**config.mk**
```make
export PLATFORM = sky130hd
export DESIGN_NAME = hs_wavegen
export DESIGN_NICKNAME = d
export VERILOG_FILES = /design/src/rtl/hs_wavegen.sv
export SDC_FILE = /design/constraint.sdc
export NUM_CORES = 1
export LEC_CHECK = 0
export CAP_MARGIN = 20
export CELL_PAD_IN_SITES_DETAIL_PLACEMENT = 2
export CELL_PAD_IN_SITES_GLOBAL_PLACEMENT = 2
export CORE_MARGIN = 2
export CORE_UTILIZATION = 39
export DETAILED_ROUTE_END_ITERATION = 6
export GPL_TIMING_DRIVEN = 0
export HOLD_SLACK_MARGIN = 0.1
export MAX_ROUTING_LAYER = met4
export PLACE_DENSITY_LB_ADDON = 0.12
export SYNTH_ARGS = -nofsm -noshare
export SYNTH_HDL_FRONTEND = slang
export SYNTH_SLANG_ARGS = --single-unit
export TNS_END_PERCENT = 10
```
**constraint.sdc**
```tcl
create_clock -name clk -period 3.6 [get_ports clk]
set_input_delay 0.36 -clock clk [delete_from_list [all_inputs] [get_ports clk]]
set_output_delay 0.36 -clock clk [all_outputs]
set_load 0.1 [all_outputs]
```
**src/rtl/hs_wavegen.sv**
```systemverilog
module hs_wavegen #(
  parameter int CLK_HZ       = 48_000_000,
  parameter int TICK_HZ      = 1_000_000,
  parameter int CLK_LINE_HZ  = 100_000,
  parameter int DAT_LINE_HZ  = 200_000,
  parameter int TICKS_PER_MS = 1000,
  parameter int PRE_MS       = 5,
  parameter int WAVE_MS      = 50,
  parameter int POST_MS      = 10,
  parameter bit PRE_CLK_LVL  = 1'b0,
  parameter bit PRE_DAT_LVL  = 1'b0,
  parameter bit POST_CLK_LVL = 1'b0,
  parameter bit POST_DAT_LVL = 1'b0
) (
  input  logic clk,
  input  logic rst_n,
  input  logic start_i,
  output logic busy_o,
  output logic done_o,
  output logic take_lines_o,
  output logic clk_line_o,
  output logic dat_line_o
);
  localparam int DIV    = CLK_HZ / TICK_HZ;
  localparam int CPER   = TICK_HZ / CLK_LINE_HZ;
  localparam int DPER   = TICK_HZ / DAT_LINE_HZ;
  localparam int PRE_T  = PRE_MS * TICKS_PER_MS;
  localparam int WAVE_T = WAVE_MS * TICKS_PER_MS;
  localparam int POST_T = POST_MS * TICKS_PER_MS;
  localparam int MAX_T  = (PRE_T > WAVE_T) ? ((PRE_T > POST_T) ? PRE_T : POST_T)
                                           : ((WAVE_T > POST_T) ? WAVE_T : POST_T);
  localparam int DW = $clog2(DIV + 1);
  localparam int CW = $clog2(CPER + 1);
  localparam int EW = $clog2(DPER + 1);
  localparam int PW = $clog2(MAX_T + 1);

  typedef enum logic [1:0] {S_IDLE, S_PRE, S_WAVE, S_POST} st_t;

  st_t           st_q;
  logic [DW-1:0] div_q;
  logic [PW-1:0] ph_q, ph_len;
  logic [CW-1:0] cc_q, cduty_q;
  logic [EW-1:0] dc_q, dduty_q;
  logic          done_q;

  wire tick    = (st_q != S_IDLE) && (div_q == DW'(DIV - 1));
  wire ph_last = tick && (ph_q == ph_len - PW'(1));

  always_comb begin
    case (st_q)
      S_PRE:   ph_len = PW'(PRE_T);
      S_WAVE:  ph_len = PW'(WAVE_T);
      default: ph_len = PW'(POST_T);
    endcase
  end

  always_ff @(posedge clk) begin
    if (!rst_n) begin
      st_q    <= S_IDLE;
      div_q   <= '0;
      ph_q    <= '0;
      cc_q    <= '0;
      dc_q    <= '0;
      cduty_q <= '0;
      dduty_q <= '0;
      done_q  <= 1'b0;
    end else begin
      done_q <= 1'b0;
      if (st_q == S_IDLE) begin
        if (start_i) begin
          st_q    <= S_PRE;
          div_q   <= '0;
          ph_q    <= '0;
          cc_q    <= '0;
          dc_q    <= '0;
          cduty_q <= PRE_CLK_LVL ? CW'(CPER) : '0;
          dduty_q <= PRE_DAT_LVL ? EW'(DPER) : '0;
        end
      end else begin
        div_q <= tick ? '0 : div_q + DW'(1);
        if (tick) begin
          cc_q <= (cc_q == CW'(CPER - 1)) ? '0 : cc_q + CW'(1);
          dc_q <= (dc_q == EW'(DPER - 1)) ? '0 : dc_q + EW'(1);
          ph_q <= ph_last ? '0 : ph_q + PW'(1);
        end
        if (ph_last) begin
          case (st_q)
            S_PRE: begin
              st_q    <= S_WAVE;
              cduty_q <= CW'(CPER / 2);
              dduty_q <= EW'(DPER / 2);
            end
            S_WAVE: begin
              st_q    <= S_POST;
              cduty_q <= POST_CLK_LVL ? CW'(CPER) : '0;
              dduty_q <= POST_DAT_LVL ? EW'(DPER) : '0;
            end
            default: begin
              st_q   <= S_IDLE;
              done_q <= 1'b1;
            end
          endcase
        end
      end
    end
  end

  assign busy_o       = (st_q != S_IDLE);
  assign take_lines_o = busy_o;
  assign done_o       = done_q;
  assign clk_line_o   = busy_o ? (cc_q < cduty_q) : 1'b1;
  assign dat_line_o   = busy_o ? (dc_q < dduty_q) : 1'b1;
endmodule


```
==> reports/results.txt, run 1 <==
Yosys top cell by area: dfxtp_1
switch share: 29.3%
Post-synth top flop: dfxtp_1
global-route wire length before repair: 9.47 mm
Final min period: 3.36 ns
WP data required: 3.24 ns
R2R depth: 10
post-DP HPWL: 4.29 mm
drt drc: 0
Cells after DPL: 305
synth-to-layout area growth: 14.2%
Int Pwr: 0.643 mW
IO Count: 8
Mapped Nets: 248
Synth Register Bits: 33
clock power share: 40.0%
power per cell area: 418 nW/um^2
# resized after CTS: 0
NetSw: 0.267 mW
Hold WS: 0.500 ns
Num Clock Sinks: 33
Slew @ Worst Pin: 0.972 ns
number of port buffers: 7
sequential fraction of the synthesis area: 34.6%
Core Region: 4720 sq um
final setup vio count: 0
die area: 5460 sq um
Mapped Cells: 231
clock-pin slew on the worst setup and hold paths: 0.07 ns
Antenna Nets Post-Route: 0
Slew Viols, Final: 0
period utilisation layout: 93.4%
Critical Path Start Type: flop
Std-Cell Rows: 25
status: finished, final reports clean
CP Launch Point: st_q[0]
Power Total: 0.909 mW
Total GRT Usage: 23.7%
Syn. warnings: 0
Reg2Reg Capture Point: ph_q[13]
H-tree depth: 2
RSZ-0062 raised after global routing: no
crit path capture type: primary output
share of layout cells above drive strength 1: 6.91%
Root Buffer: clkbuf_8
max_cap viols: 0
Post-synth EDFFs: 0
Vias/cell: 5.53
vias in the first global route: 1,887
Pre-antenna DRT Iters: 4
vias post-DR: 1,730
fill count: 533
share of the synthesized area in the top cell type: 34.6%
R2R setup slack: 0.88 ns
synth top area cells: dfxtp_1 (35%), ha_1 (9.2%), nor2_1 (5.9%)
largest net degree at the start of global routing: 12
async set-reset flop share out of synthesis: 0%
CTS buffer count: 5
Peak VDD IR: 282 uV
Tightest Hold Check Type: flop to flop
Skew-Pair Late Insertion Delay: 0.29 ns
Yosys cell types: 46
r2r startpoint: st_q[1]
Post-CTS Setup Bufs: 0
Worst setup endpoint: take_lines_o
Die Ht: 73.9 microns
CP Class: flop to primary output
Die Width: 73.9 microns
CTS Hold Buffers Added: 0
Final TNS setup: 0 ns
FF+latch area: 661 sq um
largest fanout on the critical path: 11
Gate power share: 18.5%
Multi-input gate area: 1170 sq um
clock buffer depth: 2
Final Hold Fails: 0
initial core utilization: 40.4%
Overflow after GRT: 0
final RePlAce weighted congestion: 0.859
Worst Path Arrival: 3.00 ns
fmax: 298 MHz
wire per inst: 18.2 microns
Clock Skew: 0.00997 ns
syn avg cell area: 8.25 sq um
Worst slew margin: 35.0%
Post-Route WL: 5.71 mm
CTS tree: done
Synth Cell Area: 1910 sq um
n_diodes: 0
initial antenna violation count: 0
Finished Layout Cells: 313
P_leak: 0.761 nW
initial DRC count: 49
register share of total power: 41.5%
Nets: 262
==> flip-flops by register name, summed over array words and instances (netlist names) <==
signal / count
dc_q: 3
div_q: 6
cc_q: 4
done_o: 1
cduty_q: 1
st_q: 2
ph_q: 16
==> metal layers <==
layer,track usage (%),part of all wire (%),vias to the layer above
li1,-,-,843
met1,25.0,42,853
met2,42.9,53,21
met3,4.94,2.0,13
met4,9.09,2.4,0
met5,-,0,-
==> power groups by stage <==
| stage | clock, mW | combinational, mW | sequential (mW) |
|---|---|---|---|
| 2_1_floorplan | 0 | 0.123 | 0.384 |
| 3_3_place_gp | 0 | 0.164 | 0.385 |
| 3_5_place_dp | 0 | 0.169 | 0.386 |
| 5_1_grt | 0.393 | 0.182 | 0.378 |
| 4_1_cts | 0.376 | 0.170 | 0.378 |
| 6_report | 0.364 | 0.168 | 0.377 |
==> per-stage QoR <==
step | cell area [sq um] | setup WS [ns] | util (%)
floorplan | 1910 | 0.222 | -
global placement | 2060 | 0.578 | 43.6
detailed placement | 2060 | 0.515 | 43.6
CTS | 2180 | 0.188 | 46.1
global route | 2180 | 0.0418 | 46.1
finish | 2180 | 0.239 | 46.1
==> critical path, stage by stage (launching register included) <==
cell and delay (ns):
dfxtp_1 0.42, inv_1 0.11, ha_1 0.29, inv_1 0.11
clkbuf_1 0.46, buf_4 0.20, clkdlybuf4s50_1 1.12
==> synth_stat cells (all sizes together) (3+ instances only) <==
cell    number
nor2        30
nor4b        4
ha          14
buf          4
clkbuf       4
nand4        5
nor3         5
nand2b       3
xor2         8
nand3       13
dfxtp       33
o21ai        8
and3         3
a21oi       16
inv         10
a31oi        5
xnor2       10
nand2       16
nor4         5
==> how the worst min path moves through the flow <==
| stage | startpoint | endpoint | slack (ns) | cells after the start |
|---|---|---|---|---|
| 6_report | ph_q[1] | ph_q[1] | 0.50 | 2 |
| 2_1_floorplan | cc_q[3] | cc_q[3] | 0.44 | 1 |
| 3_3_place_gp | cc_q[3] | cc_q[3] | 0.46 | 1 |
| 4_1_cts | ph_q[1] | ph_q[1] | 0.50 | 2 |
| 3_5_place_dp | cc_q[3] | cc_q[3] | 0.49 | 1 |
| 5_1_grt | cc_q[3] | cc_q[3] | 0.52 | 1 |
==> final cells by class <==
type,instances,share of cell area [%]
repair buffers,7,3.22
well taps,67,3.85
flip-flops and latches,33,30.3
plain buffers,8,1.84
clock inverters,1,1.38
inverters,10,1.72
multi-input cells,180,53.7
clock buffers,7,3.97
==> cell usage in the layout, fill, tap and decap left out, types with 2 or more instances in the layout <==
cell and count:
dfxtp_1 33, buf_2 2, a31oi_1 5, xor2_1 8, nand4b_1 2, nand3b_1 2
nand4_1 5, o21ai_0 7, a21oi_1 16, inv_1 10, nand2_1 16, and2_1 2
and4_1 2, and3_1 3, xnor2_1 10, a21bo_2 2, buf_4 2, nor3b_1 2
clkbuf_1 5, nor4b_1 4, nor3_1 5, or2_2 2, ha_1 14, o211ai_1 2
clkbuf_8 6, nand2b_1 3, or3_1 2, nand3_1 13, nor4_1 4, nor2_1 30
clkdlybuf4s50_1 7, nor2b_1 2, o31ai_1 2
==> logic make-up (layout without fill, tap and decap cells) <==
kind of cell / Yosys count / count (layout) / synth area share [%]
muxes: 1 / 1 / 0.525
AOI/OAI and AO/OA: 43 / 43 / 14.0
buffers and inverters: 18 / 33 / 4.07
DFF: 33 / 33 / 34.6
and+or+nand+nor: 104 / 104 / 29.3
xor gates and xnor gates: 18 / 18 / 8.27
adders and majority gates: 14 / 14 / 9.19
(Power assumes the default switching activity.)
==> run 2: changes to the inputs <==
--- a/config.mk
+++ b/config.mk
@@ -13,7 +13,6 @@
 export DETAILED_ROUTE_END_ITERATION = 6
 export GPL_TIMING_DRIVEN = 0
 export HOLD_SLACK_MARGIN = 0.1
-export MAX_ROUTING_LAYER = met4
 export PLACE_DENSITY_LB_ADDON = 0.12
 export SYNTH_ARGS = -nofsm -noshare
 export SYNTH_HDL_FRONTEND = slang
==> constraint.sdc (replaced) <==
create_clock -name clk -period 4.3 [get_ports clk]
set_input_delay 0.43 -clock clk [delete_from_list [all_inputs] [get_ports clk]]
set_output_delay 0.43 -clock clk [all_outputs]
set_load 0.1 [all_outputs]
==> run 2 against run 1 <==
Net effect:
- die area is the same
- combinational power shrank 16%
- global-route usage shrank 0.78 points
- critical path depth is the same
- sequential power shrank 16%
- register-to-register slack gained 0.70 ns
- setup slack gained 0.62 ns
- routed wire length shrank 0.25%
- count of clock-buffer cells in the layout is the same
- clock skew grew 0.0010 ns
- first-iteration DRC count grew 22%
- largest cell class unchanged
- largest power group unchanged
==> reports/results.txt, run 2 (synthesized netlist as in run 1, its figures left out) <==
Clock Skew: 0.0110 ns
slack of the critical path: 0.861 ns
RSZ-0062 raised after global routing: no
Slew @ Worst Pin: 0.972 ns
CP Class: flop to primary output
vias post-DR: 1,736
largest register by flop count: ph_q
final RePlAce weighted congestion: 0.846
Peak VDD IR: 236 uV
Root Buffer: clkbuf_8
IO Count: 8
Hold WS: 0.500 ns
post-DP HPWL: 4.29 mm
FF+latch area: 661 sq um
Nets: 262
fill count: 533
clock buffer depth: 2
fmax: 291 MHz
commonest non-fill, non-tap cell in the layout: dfxtp_1
r2r startpoint: st_q[1]
status: finished, final reports clean
initial core utilization: 40.4%
Worst Path Arrival: 3.01 ns
global-route wire length before repair: 9.43 mm
Worst slew margin: 35.0%
P_leak: 0.761 nW
WP data required: 3.87 ns
Post-Route WL: 5.70 mm
# resized after CTS: 0
final setup vio count: 0
Skew-Pair Late Insertion Delay: 0.29 ns
met3 wire length: 142 microns
Pre-antenna DRT Iters: 4
Die Ht: 73.9 microns
period utilisation layout: 80.0%
max_cap viols: 0
number of port buffers: 7
CP Launch Point: st_q[0]
Cells after DPL: 305
WL met2: 3.06 mm
CTS Hold Buffers Added: 0
drt drc: 0
Critical Path Start Type: flop
CP peak stage delay: 1.12 ns
critical path cell sequence: inv_1 -> ha_1 -> inv_1 -> clkbuf_1 -> buf_4 -> clkdlybuf4s50_1
M1 wire length: 2.35 mm
n_diodes: 0
wire per inst: 18.2 microns
Post-Place Worst Slack: 1.15 ns
Total GRT Usage: 22.9%
clock-pin slew on the worst setup and hold paths: 0.07 ns
largest net degree at the start of global routing: 12
max FFs per register: 16
Antenna Nets Post-Route: 0
initial antenna violation count: 0
commonest cells after routing, fill and taps aside: dfxtp_1 (33), nor2_1 (30), a21oi_1 (16), nand2_1 (16), ha_1 (14)
Num Clock Sinks: 33
Core Region: 4720 sq um
Final min period: 3.44 ns
CTS buffer count: 5
initial DRC count: 60
Overflow after GRT: 0
Max Used Layer: met4
share of layout cells above drive strength 1: 6.91%
largest fanout on the critical path: 11
most frequent cell on the critical path: inv_1
die area: 5460 sq um
Std-Cell Rows: 25
Largest regs: ph_q x16, div_q x6, cc_q x4
Multi-input gate area: 1170 sq um
finished layout cell area: 2180 sq um
Final TNS setup: 0 ns
Slew Viols, Final: 0
Critical-path top delay cell: clkdlybuf4s50_1
min-delay src: ph_q[1]
Finished Layout Cells: 313
crit path capture type: primary output
synth-to-layout area growth: 14.2%
area of placed instances: 2060 sq um
vias in the first global route: 1,890
Die Width: 73.9 microns
Vias/cell: 5.55
Tightest Hold Check Type: flop to flop
CTS tree: done
Post-CTS Setup Bufs: 0
Final Hold Fails: 0
power per cell area: 350 nW/um^2
H-tree depth: 2
run 2: layout make-up:
class,instances,share of cell area (%)
multi-input cells,180,53.7
flip-flops and latches,33,30.3
clock buffers,7,3.97
well taps,67,3.85
repair buffers,7,3.22
plain buffers,8,1.84
inverters,10,1.72
clock inverters,1,1.38
run 2: worst paths after layout:
check | endpoint | slack, ns | depth (start not counted)
worst max-delay path | take_lines_o | 0.86 | 6
worst min register to register | ph_q[1] | 0.50 | 2
worst max register to register | ph_q[13] | 1.58 | 10
worst min-delay path | ph_q[1] | 0.50 | 2
run 2: layer usage:
layer,vias to the layer above,global-route usage (%)
li1,843,-
met1,854,24.8
met2,26,42.9
met3,13,4.94
met4,0,9.09
met5,-,0
run 2: critical path, delay by kind of cell, from the launching register on:
kind | cells | cell delay, ns
adder cells (fa/ha/maj) | 1 | 0.29
buffers and inverters | 5 | 2.01
flip-flops | 1 | 0.42
run 2: metrics by stage:
| stage | power [mW] | util (%) |
|---|---|---|
| 3_5_place_dp | 0.465 | 43.6 |
| 4_1_cts | 0.774 | 46.1 |
| 2_1_floorplan | 0.425 | - |
| 6_report | 0.762 | 46.1 |
| 3_3_place_gp | 0.459 | 43.6 |
| 5_1_grt | 0.798 | 46.1 |
run 2: report_power, final:
group	internal, mW	leakage (nW)	switching [mW]
registers	0.310	0.266	0.00567
logic	0.0387	0.436	0.102
clock network	0.189	0.0585	0.116
